File: src/rtl/hwp_pkg.sv
package hwp_pkg;
  typedef enum logic [1:0] {
    TGT_NONE  = 2'd0,
    TGT_DISP  = 2'd1,
    TGT_CREG  = 2'd2,
    TGT_GLYPH = 2'd3
  } tgt_e;

  typedef enum logic [1:0] {
    SEQ_ADDR_LO = 2'd0,
    SEQ_ADDR_HI = 2'd1,
    SEQ_DATA    = 2'd2
  } seq_e;

  localparam int BYTE_W    = 8;
  localparam int FLAG_BIT  = 7;
  localparam int TOP_LSB   = 5;
  localparam int TOP_W     = 2;
endpackage

File: src/rtl/hwp_byte_seq.sv
module hwp_byte_seq
  import hwp_pkg::*;
#(
  parameter int ADDR_W = 11,
  parameter int DATA_W = 18
) (
  input  logic              clk,
  input  logic              rst_n,
  input  logic              cs_n,
  input  logic              strb,
  input  logic [BYTE_W-1:0] din,
  input  logic              aclr_n,
  output logic              word_vld,
  output logic [ADDR_W-1:0] word_addr,
  output logic [DATA_W-1:0] word_data,
  output logic              clear
);
  localparam int HI_AW = ADDR_W - BYTE_W;
  localparam int MID_W = DATA_W - TOP_W - BYTE_W;

  seq_e              idx_q, idx_d;
  logic              strb_q, aclr_q;
  logic [BYTE_W-1:0] lo_q;
  logic [HI_AW-1:0]  hia_q;
  logic [TOP_W-1:0]  top_q;
  logic              flag_q;
  logic [MID_W-1:0]  stage_q, stage_d;
  logic              take, ld_lo, ld_hi, ld_stage;

  assign take  = strb & ~strb_q & ~cs_n;
  assign clear = aclr_q & ~aclr_n;
  assign ld_lo = take & (idx_q == SEQ_ADDR_LO) & ~clear;
  assign ld_hi = take & (idx_q == SEQ_ADDR_HI) & ~clear;
  assign ld_stage = take & (idx_q == SEQ_DATA) & flag_q & ~clear;

  always_comb begin
    idx_d = idx_q;
    if (clear || cs_n) begin
      idx_d = SEQ_ADDR_LO;
    end else if (take) begin
      case (idx_q)
        SEQ_ADDR_LO: idx_d = SEQ_ADDR_HI;
        SEQ_ADDR_HI: idx_d = SEQ_DATA;
        default:     idx_d = SEQ_ADDR_LO;
      endcase
    end
  end

  always_comb begin
    stage_d = stage_q;
    if (clear)         stage_d = '0;
    else if (ld_stage) stage_d = din[MID_W-1:0];
  end

  always_ff @(posedge clk or negedge rst_n) begin
    if (!rst_n) begin
      idx_q   <= SEQ_ADDR_LO;
      strb_q  <= 1'b1;
      aclr_q  <= 1'b0;
      stage_q <= '0;
    end else begin
      idx_q   <= idx_d;
      strb_q  <= strb;
      aclr_q  <= aclr_n;
      stage_q <= stage_d;
    end
  end

  always_ff @(posedge clk or negedge rst_n) begin
    if (!rst_n) begin
      lo_q   <= '0;
      hia_q  <= '0;
      top_q  <= '0;
      flag_q <= 1'b0;
    end else begin
      if (ld_lo) lo_q <= din;
      if (ld_hi) begin
        hia_q  <= din[HI_AW-1:0];
        top_q  <= din[TOP_LSB +: TOP_W];
        flag_q <= din[FLAG_BIT];
      end
    end
  end

  assign word_vld  = take & (idx_q == SEQ_DATA) & ~flag_q & ~clear;
  assign word_addr = {hia_q, lo_q};
  assign word_data = {top_q, stage_q, din};

  assert_abort_R9: assert property (@(posedge clk) disable iff (!rst_n)
    cs_n |=> (idx_q == SEQ_ADDR_LO));
  assert_ignore_R2: assert property (@(posedge clk) disable iff (!rst_n)
    (!cs_n && !(strb && !strb_q) && !clear) |=> $stable(idx_q));
  assert_restart_R10: assert property (@(posedge clk) disable iff (!rst_n)
    clear |=> (idx_q == SEQ_ADDR_LO && stage_q == '0));
  assert_stage_R4: assert property (@(posedge clk) disable iff (!rst_n)
    (take && idx_q == SEQ_DATA && flag_q) |-> !word_vld);
endmodule

File: src/rtl/hwp_addr_decode.sv
module hwp_addr_decode
  import hwp_pkg::*;
#(
  parameter int ADDR_W  = 11,
  parameter int DISP_HI = 'h2A7,
  parameter int CREG_LO = 'h2A8,
  parameter int NREG    = 9,
  parameter int GLY_LO  = 'h300,
  parameter int GLY_HI  = 'h6EC,
  parameter int IDX_W   = 4
) (
  input  logic [ADDR_W-1:0] addr,
  output tgt_e              tgt,
  output logic [IDX_W-1:0]  reg_idx
);
  localparam logic [ADDR_W-1:0] A_DH = ADDR_W'(DISP_HI);
  localparam logic [ADDR_W-1:0] A_RL = ADDR_W'(CREG_LO);
  localparam logic [ADDR_W-1:0] A_RH = ADDR_W'(CREG_LO + NREG - 1);
  localparam logic [ADDR_W-1:0] A_GL = ADDR_W'(GLY_LO);
  localparam logic [ADDR_W-1:0] A_GH = ADDR_W'(GLY_HI);

  logic [ADDR_W-1:0] offs;
  assign offs    = addr - A_RL;
  assign reg_idx = offs[IDX_W-1:0];

  always_comb begin
    tgt = TGT_NONE;
    if (addr <= A_DH)                    tgt = TGT_DISP;
    else if (addr >= A_RL && addr <= A_RH) tgt = TGT_CREG;
    else if (addr >= A_GL && addr <= A_GH) tgt = TGT_GLYPH;
  end
endmodule

File: src/rtl/hwp_ctrl_bank.sv
module hwp_ctrl_bank #(
  parameter int NREG   = 9,
  parameter int DATA_W = 18,
  parameter int IDX_W  = 4
) (
  input  logic                   clk,
  input  logic                   rst_n,
  input  logic                   clr,
  input  logic                   we,
  input  logic [IDX_W-1:0]       idx,
  input  logic [DATA_W-1:0]      wdata,
  output logic [NREG*DATA_W-1:0] regs
);
  for (genvar i = 0; i < NREG; i++) begin : g_reg
    logic [DATA_W-1:0] q, d;
    logic              en;
    assign en = clr | (we & (idx == IDX_W'(i)));
    assign d  = clr ? '0 : wdata;
    always_ff @(posedge clk or negedge rst_n) begin
      if (!rst_n)  q <= '0;
      else if (en) q <= d;
    end
    assign regs[i*DATA_W +: DATA_W] = q;
  end

  assert_cleared_R10: assert property (@(posedge clk) disable iff (!rst_n)
    clr |=> (regs == '0));
  assert_untouched_R8: assert property (@(posedge clk) disable iff (!rst_n)
    (!we && !clr) |=> $stable(regs));
endmodule

File: src/rtl/hwp_host_port.sv
module hwp_host_port
  import hwp_pkg::*;
#(
  parameter int ADDR_W  = 11,
  parameter int DATA_W  = 18,
  parameter int NREG    = 9,
  parameter int DISP_HI = 'h2A7,
  parameter int CREG_LO = 'h2A8,
  parameter int GLY_LO  = 'h300,
  parameter int GLY_HI  = 'h6EC
) (
  input  logic                   clk,
  input  logic                   rst_n,
  input  logic                   cs_n,
  input  logic                   strb,
  input  logic [7:0]             din,
  input  logic                   aclr_n,
  output logic                   disp_we,
  output logic                   glyph_we,
  output logic [ADDR_W-1:0]      wr_addr,
  output logic [DATA_W-1:0]      wr_data,
  output logic [NREG*DATA_W-1:0] ctrl_regs
);
  localparam int IDX_W = $clog2(NREG);

  logic rst_meta, rst_sync_n;
  always_ff @(posedge clk or negedge rst_n) begin
    if (!rst_n) begin
      rst_meta   <= 1'b0;
      rst_sync_n <= 1'b0;
    end else begin
      rst_meta   <= 1'b1;
      rst_sync_n <= rst_meta;
    end
  end

  logic              word_vld, clear;
  logic [ADDR_W-1:0] word_addr;
  logic [DATA_W-1:0] word_data;
  tgt_e              tgt;
  logic [IDX_W-1:0]  reg_idx;
  logic              disp_d, glyph_d, mem_ld, creg_we;

  hwp_byte_seq #(.ADDR_W(ADDR_W), .DATA_W(DATA_W)) u_seq (
    .clk(clk), .rst_n(rst_sync_n), .cs_n(cs_n), .strb(strb), .din(din),
    .aclr_n(aclr_n), .word_vld(word_vld), .word_addr(word_addr),
    .word_data(word_data), .clear(clear));

  hwp_addr_decode #(.ADDR_W(ADDR_W), .DISP_HI(DISP_HI), .CREG_LO(CREG_LO),
    .NREG(NREG), .GLY_LO(GLY_LO), .GLY_HI(GLY_HI), .IDX_W(IDX_W)) u_dec (
    .addr(word_addr), .tgt(tgt), .reg_idx(reg_idx));

  assign disp_d  = word_vld & (tgt == TGT_DISP);
  assign glyph_d = word_vld & (tgt == TGT_GLYPH);
  assign creg_we = word_vld & (tgt == TGT_CREG);
  assign mem_ld  = disp_d | glyph_d;

  hwp_ctrl_bank #(.NREG(NREG), .DATA_W(DATA_W), .IDX_W(IDX_W)) u_bank (
    .clk(clk), .rst_n(rst_sync_n), .clr(clear), .we(creg_we), .idx(reg_idx),
    .wdata(word_data), .regs(ctrl_regs));

  always_ff @(posedge clk or negedge rst_sync_n) begin
    if (!rst_sync_n) begin
      disp_we  <= 1'b0;
      glyph_we <= 1'b0;
      wr_addr  <= '0;
      wr_data  <= '0;
    end else begin
      disp_we  <= disp_d;
      glyph_we <= glyph_d;
      if (mem_ld) begin
        wr_addr <= word_addr;
        wr_data <= word_data;
      end
    end
  end

  assert_disp_range_R5: assert property (@(posedge clk) disable iff (!rst_sync_n)
    disp_we |-> (wr_addr <= ADDR_W'(DISP_HI)));
  assert_glyph_range_R7: assert property (@(posedge clk) disable iff (!rst_sync_n)
    glyph_we |-> (wr_addr >= ADDR_W'(GLY_LO) && wr_addr <= ADDR_W'(GLY_HI)));
  assert_one_pulse_R11: assert property (@(posedge clk) disable iff (!rst_sync_n)
    (disp_we || glyph_we) |=> !(disp_we || glyph_we));
  assert_one_target_R11: assert property (@(posedge clk) disable iff (!rst_sync_n)
    $onehot0({disp_we, glyph_we}));
endmodule

File: config.mk
export PLATFORM = sky130hd
export DESIGN_NAME = hwp_host_port
export DESIGN_NICKNAME = d
export VERILOG_FILES = /design/src/rtl/hwp_pkg.sv /design/src/rtl/hwp_byte_seq.sv /design/src/rtl/hwp_addr_decode.sv /design/src/rtl/hwp_ctrl_bank.sv /design/src/rtl/hwp_host_port.sv
export SDC_FILE = /design/constraint.sdc
export NUM_CORES = 1
export LEC_CHECK = 0
export BUFFER_PORTS_ARGS = -buffer_cell sky130_fd_sc_hd__buf_2
export CAP_MARGIN = 20
export CORE_MARGIN = 1.5
export CORE_UTILIZATION = 43
export CTS_BUF_LIST = sky130_fd_sc_hd__clkbuf_2 sky130_fd_sc_hd__clkbuf_4 sky130_fd_sc_hd__clkbuf_8
export DETAILED_ROUTE_END_ITERATION = 16
export PLACE_DENSITY_LB_ADDON = 0.1
export SLEW_MARGIN = 25
export SYNTH_ARGS = -nofsm -noshare
export SYNTH_HDL_FRONTEND = slang
export SYNTH_SLANG_ARGS = --single-unit
File: constraint.sdc
create_clock -name clk -period 10.25 [get_ports clk]
set_input_delay 2.05 -clock clk [delete_from_list [all_inputs] [get_ports clk]]
set_output_delay 2.05 -clock clk [all_outputs]
set_load 0.005 [all_outputs]
## After elaboration in Yosys (flattened, before gate mapping)

Cells that the tools add are included.

| storage, ports and cells | value |
|---|---|
| register bits after elaboration | 221 |
| output and inout bits | 193 |

| operators by class | value |
|---|---|
| add/sub/neg operators | 1 |
| magnitude comparators | 5 |
| equal/unequal tests | 13 |
| mux-type cells | 9 |
| bitwise gates (word level) | 39 |
| reduce and logical (&&, ||, !) cells | 7 |

Operator list:

| kind | number |
|---|---|
| $and A1 B1 Y1 | 24 |
| $ge A11 B10 Y1 const B | 2 |
| $le A11 B10 Y1 const B | 2 |
| $mux W18 | 1 |
| $eq A4 B3 Y1 const B | 4 |
| $mux W8 | 2 |
| $le A11 B11 Y1 const B | 1 |
| $mux W2 | 5 |
| $or A1 B1 Y1 | 10 |
| $eq A4 B2 Y1 const B | 2 |
| $eq A2 B2 Y1 const B | 3 |
| $not A1 Y1 | 5 |
| $eq A2 B1 Y1 const B | 2 |
| $eq A4 B1 Y1 const B | 1 |
| $eq A4 B4 Y1 const B | 1 |
| $logic_not A4 Y1 | 1 |
| $pmux W2 S2 | 1 |
| $reduce_bool A2 Y1 | 2 |
| $sub A4 B4 Y4 const B | 1 |
| $logic_and A1 B1 Y1 | 2 |
| $logic_not A2 Y1 | 1 |
| $logic_or A1 B1 Y1 | 1 |

## Depth between registers and ports, before layout

Gate-level depths: netlist of the first run.

| logic depth | value |
|---|---|
| word-level depth | 9 |
| mapped depth | 8 |

## Hierarchy

A second synthesis of the first run with hierarchy kept.

| unflattened totals | value |
|---|---|
| cell total of the unflattened synthesis | 752 |
| area, all modules | 9779.4 µm² |

Modules (own cells, without submodules):

| module | times used | cells each | area each (µm²) | seq. area each (µm²) |
|---|---|---|---|---|
| hwp_ctrl_bank | 1 | 573 | 7190.6 | 4053.9 |
| hwp_host_port | 1 | 70 | 1326.3 | 825.8 |
| hwp_byte_seq | 1 | 90 | 1127.3 | 651.9 |
| hwp_addr_decode | 1 | 19 | 135.1 | 0.0 |

## Worst setup path after synthesis of the first run

Ideal clock, no wire load.

| timing | value |
|---|---|
| path kind | input to register |
| start | in aclr_n |
| end | reg wr_data[10] |
| setup time | 0.125 ns |
| data arrival time | 3.591 ns |
| path slack | 6.533 ns |
| cell stages on the path | 8 |
| path buffers | 3 |
| cells stage by stage | and2b_1 clkbuf_1 nor2_1 and4b_1 or2_1 buf_6 buf_12 mux2_4 |

| between the ends | value |
|---|---|
| cells in the longest elaborated chain, start to end | 6 |
| elaborated cells between the ends (all ways) | 7 |

RTL lines:

| element | RTL line | text |
|---|---|---|
| from (decl) | hwp_host_port.sv:17 | `input logic aclr_n,` |
| $not A1 Y1 | hwp_byte_seq.sv:31 | `assign clear = aclr_q & ~aclr_n;` |
| $and A1 B1 Y1 | hwp_byte_seq.sv:31 |  |
| $not A1 Y1 | hwp_byte_seq.sv:85 | `assign word_vld = take & (idx_q == SEQ_DATA) & ~flag_q & ~clear;` |
| $and A1 B1 Y1 | hwp_byte_seq.sv:85 |  |
| $and A1 B1 Y1 | hwp_host_port.sv:54 | `assign glyph_d = word_vld & (tgt == TGT_GLYPH);` |
| via glyph_d | hwp_host_port.sv:42 | `logic disp_d, glyph_d, mem_ld, creg_we;` |
| $or A1 B1 Y1 | hwp_host_port.sv:56 | `assign mem_ld = disp_d \| glyph_d;` |
| to (signal assigned) | hwp_host_port.sv:73 | `wr_data <= word_data;` |
| to (decl) | hwp_host_port.sv:21 | `output logic [DATA_W-1:0] wr_data,` |

The timed path passes the listed nets, and every way through them passes these cells.
A chain may end at the register's enable or synchronous reset.

## Worst setup path after layout of the first run

| timing | value |
|---|---|
| start | in strb |
| end | reg u_bank.g_reg[4].q[8] |

| between the ends | value |
|---|---|
| cells in the longest elaborated chain, start to end | 8 |

RTL lines:

| element | RTL line | text |
|---|---|---|
| from (decl) | hwp_host_port.sv:15 | `input logic strb,` |
| $and A1 B1 Y1 (2 in a row) | hwp_byte_seq.sv:30 | `assign take = strb & ~strb_q & ~cs_n;` |
| $and A1 B1 Y1 (3 in a row) | hwp_byte_seq.sv:85 |  |
| $and A1 B1 Y1 | hwp_host_port.sv:55 | `assign creg_we = word_vld & (tgt == TGT_CREG);` |
| $and A1 B1 Y1 | hwp_ctrl_bank.sv:17 | `assign en = clr \| (we & (idx == IDX_W'(i)));` |
| $or A1 B1 Y1 | hwp_ctrl_bank.sv:17 |  |
| to (signal assigned) | hwp_ctrl_bank.sv:20 | `if (!rst_n) q <= '0;` |
| to (signal assigned) | hwp_ctrl_bank.sv:21 | `else if (en) q <= d;` |
| to (decl) | hwp_ctrl_bank.sv:15 | `logic [DATA_W-1:0] q, d;` |

No other way between the ends.

==> impl_results.md, run 1 <==
* Status: complete, no violations
* Gr ovfl total at 0
* Max-slew headroom at 0.437
* FF+latch count, synth at around 220
* DR vias/cell at ~5.4
* Mapped Area at 8490 sq um
* Peak VDD IR at ~0.081 mV
* Dpl cells at 1158
* Clock-pin slew on the worst setup and hold paths at approximately 0.06 ns
* First-pass detailed-route iteration total at 5
* Worst hold path class: register to asynchronous set/reset pin
* Seq pwr share at 0.499
* CTS tree: done
* Antenna-violating nets left at 0
* GRT Total Usage at 0.244
* Final std cells w/o fill at 1223
* Critical Path RT at between 10 and 15 ns
* Crit Path Category: primary input to register
* Worst setup EP type: register
* Final hold slack at 0.252 ns
* Synth Net Count at 749
* Fin Setup TNS at 0 ns
* RSZ-0062 raised after global routing: false
* Critical path buffers and inverters at 2
* Clock Power Share at 0.452
* Final setup fails at 0
* Die height at roughly 140 um
* Core area at between 15000 and 20000 sq um
* Clock sink count at around 220
* Ys flop type: dfrtp_1
* Async SR Flop Fraction at 1.00
* Final Hold Viols at 0
* Postcts setup bufs at 0
* Sequential element share of the synthesized area at 0.652
* Htree depth at 2
* CTS hold repair buffers at 0
* Ports at 206
* Area grow syn2layout at 24.0%
* Clock Skew at about 0.014 ns
* Max incr delay on CP at 0.75 ns
* Post-Route WL at 24700 um
* Site row count at between 50 and 60
* CP top delay family: simple AND/OR/NAND/NOR gates
* CTS root buf: clkbuf_8
* Remaining DRCs at 0
* Wire length per cell at between 20 and 25 um
* CP Data Arrival Time at about 4.4 ns
* Mapped Cells at ~740
* Met2 wire length at 11300 um
* Nets@finish at approximately 950
* Fmax at 249 MHz
* First-pass GRT wire length at around 37000 um
* Placer congestion estimate at 0.835
* Worst-Skew Late Latency at ~0.53 ns
* Final period util at 0.392
* Port Buf Inserts at roughly 200
* EDFF count, synth at 0
* Min cycle time layout at between 4 and 5 ns
* Clock buffer depth at 3
* Starting Density at 0.438
* Slowest CP cell: nand4_1
* Vias in the first global route at 6184
* CP Max Fanout at 19
* Met3 WL at 1600 um
* DP Wirelength at between 15000 and 20000 um
* Worst reg2reg path depth at 6
* Initial antenna violation count at 0
* Yosys cell types at 38
* Worst-margin pin slew at between 0.8 and 0.9 ns
* LEAKAGE at 5.41 nW
* Yosys warnings at 0
* Combinational cell fraction of total power at 0.049
* P per Cell Area at about 170 nW/um^2
* Internal power at 1.41 mW
* Critical path cell sequence: buf_2 -> nand4bb_4 -> a2111oi_4 -> nand4_1 -> buf_6 -> nand3_1 -> o21ai_0
* Area of the die at between 20000 and 25000 sq um
* Max Used Layer: met4
* Net switching power at 430 uW
* Worst r2r dst: u_bank.g_reg[4].q[8]
* Largest net degree at the start of global routing at ~190
* Mapped Avg Cell Area at 11.5 sq um
* CP Launch Type: primary input
* Initial DRC count at 454
* M1 WL at roughly 11000 um
* Antenna Cells at 0
* Layout cells sized above 1 at 0.347
* Die extent in x at 144 um
* Post-CTS sizing at 0
* Max_cap viols at 0
* Vias at between 6000 and 7000
* Sw Ratio at 0.234
* Num CTS Buffers at 38
* Fin. max-slew vios at 0
* Reg-to-reg startpoint: u_seq.idx_q[0]
* Reg2reg setup slack at 7.37 ns
final cells by class:
class                           count  area (sq um)
Multi-Input combinational cell    459          2720
Clock inverter                      2          35.0
Sequential cell                   221          5540
Tap cell                          265           332
Inverter                            2          7.51
Clock buffer                       61           764
Timing Repair Buffer              213          1130
Fill cell                        1736          8870
power by group through the flow:
stage	sequential, mW	clock [mW]	combinational [mW]
4_1_cts	0.916	0.852	0.0895
2_1_floorplan	0.931	0	0.0489
3_5_place_dp	0.931	0	0.0892
5_1_grt	0.919	0.896	0.0998
3_3_place_gp	0.930	0	0.0865
6_report	0.917	0.832	0.0902
how the worst max path moves through the flow:
stage          startpoint                    end  slack [ns]  depth (start not counted)
2_1_floorplan  rst_sync_n                disp_we        3.64                          0
4_1_cts            aclr_n             wr_data[2]        6.13                          7
6_report             strb   u_bank.g_reg[4].q[8]        6.24                          7
3_3_place_gp         strb   u_bank.g_reg[4].q[3]        5.54                          6
5_1_grt              strb  u_bank.g_reg[4].q[15]        6.02                          7
3_5_place_dp       aclr_n            wr_addr[10]        5.57                          7
cell usage after synthesis, types with 2 or more instances:
library cell | n | area [sq um]
buf_1 | 12 | 45.0
nor2b_1 | 4 | 25.0
nand3_1 | 170 | 851
nand2_1 | 32 | 120
a21oi_1 | 10 | 50.1
nand2b_1 | 3 | 18.8
dfrtp_1 | 220 | 5510
mux2_2 | 31 | 349
buf_6 | 2 | 22.5
clkbuf_1 | 38 | 143
nand4_2 | 6 | 75.1
nand4_1 | 3 | 18.8
nor3b_1 | 2 | 15.0
mux2_4 | 10 | 150
inv_1 | 2 | 7.51
nor2_1 | 6 | 22.5
o21ai_0 | 164 | 821
state kept, by name, indices dropped and copies added, names as in the netlist, 2 cells and up:
register / flops
wr_data: 18
u_seq.lo_q: 8
u_seq.stage_q: 8
u_seq.idx_q: 2
u_bank.g.q: 162
wr_addr: 11
u_seq.hia_q: 3
u_seq.top_q: 2
logic make-up after synthesis:
group	synth area share
compound gates	0.109
xor+xnor	0.00103
buf+inv	0.0289
flops	0.652
mux	0.0588
other cells	0.000442
simple gates	0.150
cells in the final DEF, fill, tap and decap left out, drive strengths merged, types with 2 or more instances in the layout:
master,count
dfrtp,220
nor2b,4
nand3,170
inv,2
nand2b,3
nor2,7
a21oi,10
mux2,41
nor4,2
nor3b,3
o21ai,164
buf,213
clkbuf,61
nand4,9
nand2,32
per-stage QoR:
stage	setup WS [ns]	util	power (mW)	area [sq um]
4_1_cts	6.13	0.540	1.86	10500
3_5_place_dp	5.57	0.499	1.02	9680
3_3_place_gp	5.54	0.498	1.02	9670
5_1_grt	6.02	0.543	1.91	10500
6_report	6.24	0.543	1.84	10500
2_1_floorplan	3.64	-	0.980	8490
per-layer routing:
layer / up-vias / global-route usage
met5: - / 0
met2: 244 / 0.368
met4: 0 / 0.124
li1: 3033 / -
met1: 3229 / 0.330
met3: 48 / 0.0580
No activity file was read; power rests on OpenSTA's default activity.
==> run 2, diff against run 1 <==
==> constraint.sdc (replaced) <==
create_clock -name clk -period 4.1 [get_ports clk]
set_input_delay 0.82 -clock clk [delete_from_list [all_inputs] [get_ports clk]]
set_output_delay 0.82 -clock clk [all_outputs]
set_load 0.005 [all_outputs]
==> run 2 against run 1 <==
Net effect: cell count is 0.16% higher; die area stayed put; routed wire length is 0.85% lower; non-clock buffer count is 3 higher; clock power is 130% higher; register-to-register slack worse by 6.0 ns; clock skew is 0.0048 ns lower; cell area is 0.80% lower; global-route usage is 0.36 points lower; via count is 0.17% lower; largest cell class unchanged.
==> impl_results.md, run 2 (synthesis results as in run 1) <==
* First-pass detailed-route iteration total at 5 (unchanged)
* Starting Density at 0.438 (unchanged)
* Clock sink count at 221 (unchanged)
* Placer congestion estimate at 0.870 (+4.2%)
* CP top delay family: simple AND/OR/NAND/NOR gates
* Remaining DRCs at 0 (unchanged)
* Fmax at ~360 MHz
* CTS root buf: clkbuf_8
* Total number of cells along the worst setup path at 5 (-2)
* Clock Skew at 0.00949 ns (-0.00479 ns)
* Reg2reg setup slack at 1.32 ns (-6.05 ns)
* Crit Path Category: register to register
* DP Wirelength at 16100 um (+2.3%)
* CTS tree: done
* Post-CTS sizing at 0 (unchanged)
* Vias at 6543 (-0.17%)
* GRT Total Usage at 0.240 (-0.00356)
* Antenna-violating nets left at 0 (unchanged)
* Max reg flops at 162 (unchanged)
* Max incr delay on CP at 0.81 ns (+0.06 ns)
* DR vias/cell at 5.34 (-0.33%)
* Final Hold Viols at 0 (unchanged)
* Die extent in x at 144 um (unchanged)
* Clock buffer depth at 3 (unchanged)
* Post-layout util at 0.538 (-0.00432)
* Worst-margin pin slew at 0.847 ns (+0.00405 ns)
* Final period util at 0.678
* Largest net degree at the start of global routing at 106 (-45%)
* Commonest non-fill, non-tap cells in the layout: 219 x dfrtp_1, 205 x buf_2, 170 x nand3_1
* Core area at 19400 sq um (unchanged)
* Fin Setup TNS at 0 ns (unchanged)
* LEAKAGE at 5.37 nW (-0.68%)
* Initial antenna violation count at 0 (unchanged)
* Layout cells sized above 1 at 0.348 (+0.00136)
* Site row count at 51 (unchanged)
* Worst reg2reg path depth at 5 (-1)
* Worst hold path class: primary input to asynchronous set/reset pin
* Antenna Cells at 0 (unchanged)
* Critical Path RT at 4.47 ns (-6.16 ns)
* Biggest regs: u_bank.g.q: 162 flops, wr_data: 18 flops, wr_addr: 11 flops
* Wire length per cell at 20.0 um (-1.0%)
* Postcts setup bufs at 0 (unchanged)
* CP Max Fanout at 36 (+17)
* Max_cap viols at 0 (unchanged)
* Htree depth at 2 (unchanged)
* RSZ-0062 raised after global routing: false
* Top reg by flops: u_bank.g.q
* Crit. Startpoint: u_seq.lo_q[7]
* CP Data Arrival Time at 3.15 ns (-1.24 ns)
* CP Launch Type: register
* Nets@finish at 950 (+0.21%)
* CP endpoint: u_bank.g_reg[2].q[10]
* P per Cell Area at 424 nW/um^2 (+140%)
* Fin. max-slew vios at 0 (unchanged)
* Die height at 144 um (unchanged)
* Port Buf Inserts at 205 (unchanged)
* CTS hold repair buffers at 0 (unchanged)
* Num CTS Buffers at 37 (-2.6%)
* Critical path cell sequence: a21o_1 -> a2111oi_4 -> nand4_2 -> nand3_1 -> o21ai_0
* Critical path buffers and inverters at 0 (-2)
* Worst setup EP type: register
* Ports at 206 (unchanged)
* Post-Route WL at 24500 um (-0.85%)
* Area grow syn2layout at 23.0%
* Min cycle time layout at around 2.8 ns
* Clock-pin slew on the worst setup and hold paths at 0.06 ns (about the same)
* Gr ovfl total at 0 (unchanged)
* Commonest non-fill, non-tap cell in the layout: dfrtp_1
* Initial DRC count at 446 (-1.8%)
* Peak VDD IR at 0.263 mV (+220%)
* First-pass GRT wire length at 36900 um (-0.22%)
* Area of the die at 20600 sq um (unchanged)
* Max-slew headroom at 0.434 (-0.00271)
* Worst-Skew Late Latency at 0.52 ns (about the same)
* Vias in the first global route at 6381 (+3.2%)
* Worst r2r dst: u_bank.g_reg[2].q[10]
* Final setup fails at 0 (unchanged)
* Slowest CP cell: nand4_2
* Pwr Total at 4.43 mW (+140%)
* Reg-to-reg startpoint: u_seq.lo_q[7]
* Status: complete, no violations
run 2: cell count changes in the layout (fill, tap and decap cells not counted), sizes merged:
cell,change
clkinv,+1
clkinvlp,+1
buf,+3
bufinv,-1
clkbuf,-2
run 2: per-stage QoR:
stage	instances	instance area (sq um)	setup WS (ns)	hold WS (ns)
after global placement	1163	9710	1.00	0.210
after floorplan	736	8490	0.466	0.331
final	1225	10400	1.32	0.0803
after detailed placement	1163	9710	0.889	0.218
after global routing	1225	10400	1.12	0.0528
after CTS	1225	10400	1.32	0.0570
run 2: worst min-delay path by stage:
stage | slack [ns] | to
2_1_floorplan | 0.33 | rst_sync_n
3_3_place_gp | 0.21 | wr_data[16]
3_5_place_dp | 0.22 | wr_data[16]
4_1_cts | 0.06 | rst_sync_n
5_1_grt | 0.05 | rst_meta
6_report | 0.08 | rst_sync_n
run 2: routing by layer:
metal | GRT usage | share of wire | vias to the layer above
li1 | - | - | 3028
met5 | 0 | 0 | -
met3 | 0.0540 | 0.063 | 37
met2 | 0.381 | 0.47 | 230
met4 | 0.0870 | 0.026 | 0
met1 | 0.326 | 0.44 | 3248
run 2: where the power goes:
| part | total (mW) | internal [mW] | leakage (nW) | switching, mW |
|---|---|---|---|---|
| combinational | 0.228 | 0.0637 | 1.93 | 0.164 |
| clock | 1.92 | 1.09 | 0.391 | 0.823 |
| sequential | 2.29 | 2.22 | 3.05 | 0.0651 |
| total | 4.43 | 3.38 | 5.37 | 1.05 |
run 2: final cells by class:
| cell class | instances | area, sq um |
|---|---|---|
| fillers | 1803 | 8950 |
| flip-flops and latches | 221 | 5540 |
| multi-input cells | 459 | 2720 |
| repair buffers | 216 | 1120 |
| clock buffers | 59 | 712 |
| well taps | 265 | 332 |
| clock inverters | 3 | 17.5 |
| inverters | 2 | 7.51 |
